<file path="src/rtl/pinbank_pkg.sv">
package pinbank_pkg;

    // Register group index, taken from bus_addr[7:4]
    typedef enum logic [3:0] {
        GRP_DIR  = 4'h0,
        GRP_POL  = 4'h1,
        GRP_DATA = 4'h2,
        GRP_SET  = 4'h3,
        GRP_CLR  = 4'h4,
        GRP_RISE = 4'h5,
        GRP_FALL = 4'h6,
        GRP_HIGH = 4'h7,
        GRP_LOW  = 4'h8,
        GRP_STAT = 4'h9,
        GRP_EDGE = 4'hA
    } grp_e;

    localparam logic [3:0] GRP_MAX = 4'hA;

    // Address field positions
    localparam int BANK_LSB = 2;
    localparam int GRP_LSB  = 4;

endpackage

</file>
<file path="src/rtl/pinbank_sync.sv">
module pinbank_sync #(
    parameter int WIDTH  = 32,
    parameter int STAGES = 2
) (
    input  logic             clk,
    input  logic             rst_n,
    input  logic [WIDTH-1:0] d_in,
    output logic [WIDTH-1:0] d_out
);

    logic [WIDTH-1:0] stage_d [STAGES];
    logic [WIDTH-1:0] stage_q [STAGES];

    always_comb begin
        stage_d[0] = d_in;
        for (int s = 1; s < STAGES; s++) begin
            stage_d[s] = stage_q[s-1];
        end
    end

    for (genvar s = 0; s < STAGES; s++) begin : g_stage
        always_ff @(posedge clk or negedge rst_n) begin
            if (!rst_n) begin
                stage_q[s] <= '0;
            end else begin
                stage_q[s] <= stage_d[s];
            end
        end
    end

    assign d_out = stage_q[STAGES-1];

endmodule

</file>
<file path="src/rtl/pinbank_bank.sv">
module pinbank_bank
    import pinbank_pkg::*;
#(
    parameter int PINS        = 32,
    parameter int SYNC_STAGES = 2
) (
    input  logic            clk,
    input  logic            rst_n,
    input  logic            wr_en,
    input  grp_e            grp,
    input  logic [PINS-1:0] wr_data,
    input  logic [PINS-1:0] pad_raw,
    output logic [PINS-1:0] rd_val,
    output logic [PINS-1:0] out_q,
    output logic [PINS-1:0] oe_q,
    output logic [PINS-1:0] stat_q
);

    typedef struct packed {
        logic [PINS-1:0] dir;
        logic [PINS-1:0] outl;
        logic [PINS-1:0] pol;
        logic [PINS-1:0] en_rise;
        logic [PINS-1:0] en_fall;
        logic [PINS-1:0] en_high;
        logic [PINS-1:0] en_low;
        logic [PINS-1:0] stat;
        logic [PINS-1:0] edge_up;
        logic [PINS-1:0] prev;
    } bank_state_t;

    bank_state_t st_d, st_q;

    logic [PINS-1:0] pad_sync;
    logic [PINS-1:0] lvl;
    logic [PINS-1:0] ev_rise, ev_fall, ev_high, ev_low, ev_any;
    logic [PINS-1:0] clr_mask;

    pinbank_sync #(
        .WIDTH  (PINS),
        .STAGES (SYNC_STAGES)
    ) u_sync (
        .clk   (clk),
        .rst_n (rst_n),
        .d_in  (pad_raw),
        .d_out (pad_sync)
    );

    // Event detection on the polarity-adjusted level
    always_comb begin
        lvl     = pad_sync ^ st_q.pol;
        ev_rise = lvl & ~st_q.prev & st_q.en_rise;
        ev_fall = ~lvl & st_q.prev & st_q.en_fall;
        ev_high = lvl & st_q.en_high;
        ev_low  = ~lvl & st_q.en_low;
        ev_any  = ev_rise | ev_fall | ev_high | ev_low;
    end

    // Next-state computation
    always_comb begin
        st_d      = st_q;
        st_d.prev = lvl;
        clr_mask  = '0;

        if (wr_en) begin
            unique case (grp)
                GRP_DIR:  st_d.dir     = wr_data;
                GRP_POL:  st_d.pol     = wr_data;
                GRP_DATA: st_d.outl    = wr_data;
                GRP_SET:  st_d.outl    = st_q.outl | wr_data;
                GRP_CLR:  st_d.outl    = st_q.outl & ~wr_data;
                GRP_RISE: st_d.en_rise = wr_data;
                GRP_FALL: st_d.en_fall = wr_data;
                GRP_HIGH: st_d.en_high = wr_data;
                GRP_LOW:  st_d.en_low  = wr_data;
                GRP_STAT: clr_mask     = wr_data;
                default:  ;
            endcase
        end

        // A new event wins over a same-cycle clear
        st_d.stat    = (st_q.stat & ~clr_mask) | ev_any;
        st_d.edge_up = (st_q.edge_up & ~(ev_rise | ev_fall)) | ev_rise;
    end

    always_ff @(posedge clk or negedge rst_n) begin
        if (!rst_n) begin
            st_q <= '0;
        end else begin
            st_q <= st_d;
        end
    end

    // Read selection for this bank
    always_comb begin
        unique case (grp)
            GRP_DIR:  rd_val = st_q.dir;
            GRP_POL:  rd_val = st_q.pol;
            GRP_DATA: rd_val = (st_q.dir & st_q.outl) | (~st_q.dir & pad_sync);
            GRP_RISE: rd_val = st_q.en_rise;
            GRP_FALL: rd_val = st_q.en_fall;
            GRP_HIGH: rd_val = st_q.en_high;
            GRP_LOW:  rd_val = st_q.en_low;
            GRP_STAT: rd_val = st_q.stat;
            GRP_EDGE: rd_val = st_q.edge_up;
            default:  rd_val = '0;
        endcase
    end

    assign out_q  = st_q.outl;
    assign oe_q   = st_q.dir;
    assign stat_q = st_q.stat;

endmodule

</file>
<file path="src/rtl/pinbank_ctrl.sv">
module pinbank_ctrl
    import pinbank_pkg::*;
#(
    parameter int NUM_BANKS   = 3,
    parameter int PINS        = 32,
    parameter int SYNC_STAGES = 2,
    localparam int TOTAL      = NUM_BANKS * PINS
) (
    input  logic             clk,
    input  logic             rst_n,
    input  logic [7:0]       bus_addr,
    input  logic             bus_we,
    input  logic [PINS-1:0]  bus_wdata,
    output logic [PINS-1:0]  bus_rdata,
    input  logic [TOTAL-1:0] pin_in,
    output logic [TOTAL-1:0] pin_out,
    output logic [TOTAL-1:0] pin_oe,
    output logic             irq
);

    localparam logic [2:0] NB = 3'(NUM_BANKS);

    logic [1:0]      bank_idx;
    logic [3:0]      grp_raw;
    grp_e            grp;
    logic            hit;

    logic [PINS-1:0] rd_val [NUM_BANKS];
    logic [PINS-1:0] stat_b [NUM_BANKS];

    // Address decode
    always_comb begin
        bank_idx = bus_addr[BANK_LSB +: 2];
        grp_raw  = bus_addr[GRP_LSB +: 4];
        grp      = grp_e'(grp_raw);
        hit      = (bus_addr[1:0] == 2'b00) &&
                   (grp_raw <= GRP_MAX) &&
                   ({1'b0, bank_idx} < NB);
    end

    for (genvar b = 0; b < NUM_BANKS; b++) begin : g_bank
        pinbank_bank #(
            .PINS        (PINS),
            .SYNC_STAGES (SYNC_STAGES)
        ) u_bank (
            .clk     (clk),
            .rst_n   (rst_n),
            .wr_en   (bus_we && hit && (bank_idx == 2'(b))),
            .grp     (grp),
            .wr_data (bus_wdata),
            .pad_raw (pin_in[b*PINS +: PINS]),
            .rd_val  (rd_val[b]),
            .out_q   (pin_out[b*PINS +: PINS]),
            .oe_q    (pin_oe[b*PINS +: PINS]),
            .stat_q  (stat_b[b])
        );
    end

    // Read return and shared interrupt
    always_comb begin
        bus_rdata = '0;
        irq       = 1'b0;
        for (int b = 0; b < NUM_BANKS; b++) begin
            if (hit && (bank_idx == 2'(b))) begin
                bus_rdata = rd_val[b];
            end
            irq = irq | (|stat_b[b]);
        end
    end

endmodule

</file>
<file path="config.mk">
export PLATFORM = sky130hd
export DESIGN_NAME = pinbank_ctrl
export DESIGN_NICKNAME = d
export VERILOG_FILES = /design/src/rtl/pinbank_pkg.sv /design/src/rtl/pinbank_sync.sv /design/src/rtl/pinbank_bank.sv /design/src/rtl/pinbank_ctrl.sv
export SDC_FILE = /design/constraint.sdc
export NUM_CORES = 2
export LEC_CHECK = 0
export ABC_CLOCK_PERIOD_IN_PS = 1800
export BUFFER_PORTS_ARGS = -buffer_cell sky130_fd_sc_hd__buf_2
export CORE_ASPECT_RATIO = 1.1
export CORE_MARGIN = 2
export CORE_UTILIZATION = 36
export DETAILED_ROUTE_END_ITERATION = 12
export GPL_TIMING_DRIVEN = 1
export PLACE_DENSITY_LB_ADDON = 0.3
export SLEW_MARGIN = 20
export SYNTH_ARGS = -nofsm -noshare
export SYNTH_HDL_FRONTEND = slang
export SYNTH_HIERARCHICAL = 1
export SYNTH_SLANG_ARGS = --single-unit
</file>
<file path="constraint.sdc">
create_clock -name clk -period 1.8 [get_ports clk]
set_input_delay 0 -clock clk [delete_from_list [all_inputs] [get_ports clk]]
set_output_delay 0 -clock clk [all_outputs]
set_load 0.1 [all_outputs]
</file>
== After elaboration in Yosys (flattened, before gate mapping) ==
Index checks and enable logic that the tools add are counted.
Storage, ports and cells
  bits in read-only memories: 0
  register bits after elaboration: 1152
  logic and storage cells: 175
  memory bits (writable): 0
  latch bits: 0
  memories: 0
Cells by class
  order comparisons: 2
  bitwise logic cells: 75
  add/sub/neg operators: 0
  div/mod/pow operators: 0
  multiply operators: 0
  shift-type cells: 0
  eq/ne operators: 12
  reductions and logical operators: 37
  multiplexer cells: 13
Operator list (count)
  32-bit bitwise AND: 33
  32-bit one-hot mux with 9 select lines: 3
  32-bit OR: 21
  32-bit inverter: 16
  32-bit one-hot mux with 3 select lines: 3
  32-bit 2-to-1 mux: 7
  32-bit OR reduction: 3
  32-bit bitwise XOR: 3
  2-bit AND reduction: 21
  4-bit by 3-bit == test with 1-bit output, second input constant: 4
  4-bit == test, second input constant: 3
  1-bit logical AND: 9
  4-bit by 2-bit == test with 1-bit output, second input constant: 2
  4-bit by 1-bit == test with 1-bit output, second input constant: 1
  4-bit less-or-equal comparator, second input constant: 1
  2-bit zero test: 2
  4-bit zero test: 1
  3-bit nonzero test: 1
  2-bit by 1-bit == test with 1-bit output, second input constant: 1
  2-bit == test, second input constant: 1
  2-bit < comparator, second input constant: 1
  1-bit OR: 2

== Logic depth before layout (Yosys ltp) ==
  depth in word-level cells: 9
  gate-level depth with buffers: 12
  depth with buffers taken out: 8

== By module ==
Netlist, hierarchy kept.
Modules (own cells, without submodules)
  pinbank_bank: sequential area each 8007.7 µm², times used 3, cells an instance 1559, area an instance 16191.8 µm²
  pinbank_sync: sequential area each 1601.5 µm², times used 3, cells an instance 64, area an instance 1601.5 µm²
  pinbank_ctrl: sequential area each 0.0 µm², times used 1, cells an instance 184, area an instance 1086.0 µm²

== Worst setup path after synthesis ==
No wires, ideal clock.
  path type: in2out
  start point: in bus_addr[4]
  end point: out bus_rdata[29]
  path slack: -872 ps
  stages: 11
  arrival: 2672 ps
  required time: 1800 ps
  path through: buf_2 -> buf_6 -> nor3_2 -> buf_2 -> buf_4 -> a32oi_1 -> o2111ai_1 -> mux2i_1 -> nor2_1 -> a21oi_1 -> nor2_1
RTL lines
  start: declaration: RTL line pinbank_ctrl.sv:11  | input logic [7:0] bus_addr,
  end: declaration: RTL line pinbank_ctrl.sv:14  | output logic [PINS-1:0] bus_rdata,

==> metrics <==
status=complete, but fails checks; failing checks=setup timing; worst r2r src=g_bank[1].u_bank/u_sync/d_out[7]; CTS clk-pin slew, worst paths=60 ps; initial antenna violation count=15; # Max-Cap Violations=0; core area=150100 um^2; Final period util=174.7%; DRC Markers=0; vias in the first global route=45430; VDD IR max=1.406 mV; Final Hold Fails=0; worst hold margin=139.1 ps; #FFs+latches synth=1152; largest net degree at the start of global routing=83; CP required=1800 ps; Synth Cell Area=54470 um^2; gp weighted congestion=0.9508; ys async rst share=100.0%; RSZ-0062 raised after global routing=true; die area=154400 um^2; Final ANT Viol Nets=0; Final Slew Violations=0; Synth cell types=49; gr usage total=26.78%; starting density of the core=36.29%; slew margin rel.=40.46%; First-pass DRT Iterations=9; Slew @ Worst Pin=893.2 ps; Cells after DPL=7726; IO buf count=363; final worst slack=-1344 ps; TritonCTS clock tree=done; P_leak=34.44 nW; Nets=6277; per-cell routed wire length=25.50 um; Setup crit start kind=register; DR iter-0 viols=4824; syn_nets=5192; half-perimeter wire length after detailed placement=148700 um; Min-Delay Path Class=in2reg; Post-synth EDFFs=0; Die Width=374.9 um; ratio of cells with drive above 1 in the final layout=30.22%; total grt overflow=0; Clock Path Buffers=3; top post-synthesis cells by area=dfrtp_1 (53%), mux2_1 (9.2%), buf_4 (4.2%); first-pass GRT wire length=306000 um; Power per Cell Area=1138 nW/um^2; R2R setup slack=210 ps; Site Rows=149; clock insertion delay at the later pin of the skew report=810 ps; CTS sink count=1152; Synth area leader=dfrtp_1; area added between synthesis and finish=33.14%; final std cells w/o fill=8211; Synth Warn #=6; Synth Flop Type=dfrtp_1; min-delay src=bus_addr[7]; sequential element share of the synthesized area=52.93%; Mapped Cells=5053; Worst Path Max Fanout=2; Fmax achieved=318.1 MHz; Core Util, Final=48.32%; die height=412.0 um; Crit. End Element=output pin; routed wire length=209400 um; vias=45470; Period minus WS final=3144 ps; WP data arrival=3140 ps; syn avg cell area=10.78 um^2; top cell type's share of synthesized area=52.93%; Crit. Startpoint=g_bank[1].u_bank/u_sync/d_out[7]; clock root buffer=clkbuf_16; H-tree Lvls=4; clk_skew=37.20 ps; Vias/cell=5.538; TritonCTS buffer count=135; WS Path Type=reg2out; # IOs=364; Final setup viols=33
## cells in the mapped netlist (9+ instances only)
cell type	count
dfrtp_1	1152
nand2_1	557
mux2_1	444
inv_1	336
a21oi_1	329
buf_4	308
o21ai_0	237
clkbuf_1	168
buf_2	144
mux2_2	123
a22oi_1	114
a32oi_1	111
o21ai_1	99
a211oi_1	97
a21o_1	97
o311ai_1	96
xor2_1	96
nor2_1	68
a222oi_1	57
a22o_1	54
nand3_1	45
mux2i_1	32
nand3b_1	27
o2111ai_1	27
nor4_1	25
nand2b_1	24
nor2b_1	22
o211ai_1	21
o22ai_1	21
or3_1	21
buf_1	15
and3_1	13
nand4_1	9
nor2_2	9
## per-stage QoR
step           power (mW)  setup TNS [ps]  setup WS [ps]  cell area, um^2
6_report            82.53          -34430          -1344            72520
5_1_grt             85.73          -37410          -1402            72510
4_1_cts             82.77          -35510          -1364            72170
3_5_place_dp        53.59         -381840         -870.4            64800
3_3_place_gp        53.26         -389460         -869.9            64800
2_1_floorplan       46.87          -282.5         -35.76            54910
## layer usage
metal | global-route usage [%] | part of all wire [%] | routed length, um
met2 | 42.36 | 46 | 95970
met1 | 35.31 | 41 | 85970
met4 | 10.99 | 4.1 | 8531
met3 | 6.313 | 9.0 | 18810
met5 | 0 | 0.033 | 69
## path summary, 6_finish.rpt
path	endpoint	cells after the start
max	bus_rdata[7]	9
min	g_bank[1].u_bank/st_q[250]	6
max reg2reg	g_bank[1].u_bank/stat_q[7]	6
min reg2reg	g_bank[0].u_bank/u_sync/d_out[15]	0
max in group asynchronous	g_bank[0].u_bank/st_q[193]	6
min in group asynchronous	g_bank[0].u_bank/oe_q[11]	4
## flip-flops by register name, summed over array words and instances, names as in the netlist
register,count
g_bank.u_bank/oe_q,96
g_bank.u_bank/u_sync/d_out,96
g_bank.u_bank/st_q,672
g_bank.u_bank/u_sync/stage_d,96
g_bank.u_bank/out_q,96
g_bank.u_bank/stat_q,96
## cell usage in the layout, fill, tap and decap left out, types with 11 or more instances in the layout
master,n
nand2b_1,19
buf_12,144
a32oi_1,103
dfrtp_1,1144
or3_4,11
a211oi_1,97
o311ai_1,96
a222oi_1,57
nor4_1,16
o21ai_0,228
o21ai_1,97
xor2_1,96
mux2_1,444
nor2_1,32
nand3b_1,27
mux2i_1,24
nor2b_1,16
nand3_1,37
dlygate4sd3_1,226
o211ai_1,21
buf_2,268
a21oi_2,17
clkinv_2,16
a21oi_1,312
clkbuf_8,41
clkbuf_1,25
clkbuf_16,136
nor2_4,40
inv_1,336
o2111ai_1,23
nand2_1,553
mux2_2,114
buf_6,14
a21o_1,97
buf_4,923
a22oi_1,106
clkbuf_4,14
o22ai_1,21
a22o_1,54
## report_power, final
part / switching [mW] / leakage, nW / internal (mW) / total [mW]
sequential: 2.10 / 14.1 / 28.8 / 30.9
clock: 11.9 / 2.27 / 16.5 / 28.4
combinational: 16.4 / 18.1 / 6.85 / 23.2
total: 30.4 / 34.4 / 52.2 / 82.5
## what timing repair did
item / in CTS / in global routing
pin swaps: 46 / 51
hold buffers: 227 / 0
endpoints found under the hold margin: 1934 / 0
endpoints found under the setup margin: 71 / 46
gates resized for setup: 122 / 66
buffers inserted: 9 / 8
## cell families after synthesis
logic type / Yosys count / synth area share (%)
flip-flops: 1152 / 52.93
buffers and inverters: 978 / 9.278
AO/OA/AOI/OAI: 1364 / 16.64
XOR/XNOR: 96 / 1.544
multiplexers: 599 / 12.31
AND/OR/NAND/NOR: 864 / 7.301
## worst max-delay path, cell delays in order, from the launching register on
cell and delay, ps:
dfrtp_2 430, mux2_4 330, a222oi_1 270, o211ai_1 340, mux2i_2 360, nor2_1 70, a21oi_1 140, buf_4 170
nor2_4 40, buf_12 170
## final cells by class
type,count,area (um^2)
antenna,4,10.01
clock buffer,201,4048
clock inverter,42,581.8
fill,13570,77560
inverter,336,1261
multi-input combinational,2923,21630
sequential,1152,28840
tap,1963,2456
timing repair buffer,1590,13690
No activity file was read; power rests on OpenSTA's default activity.
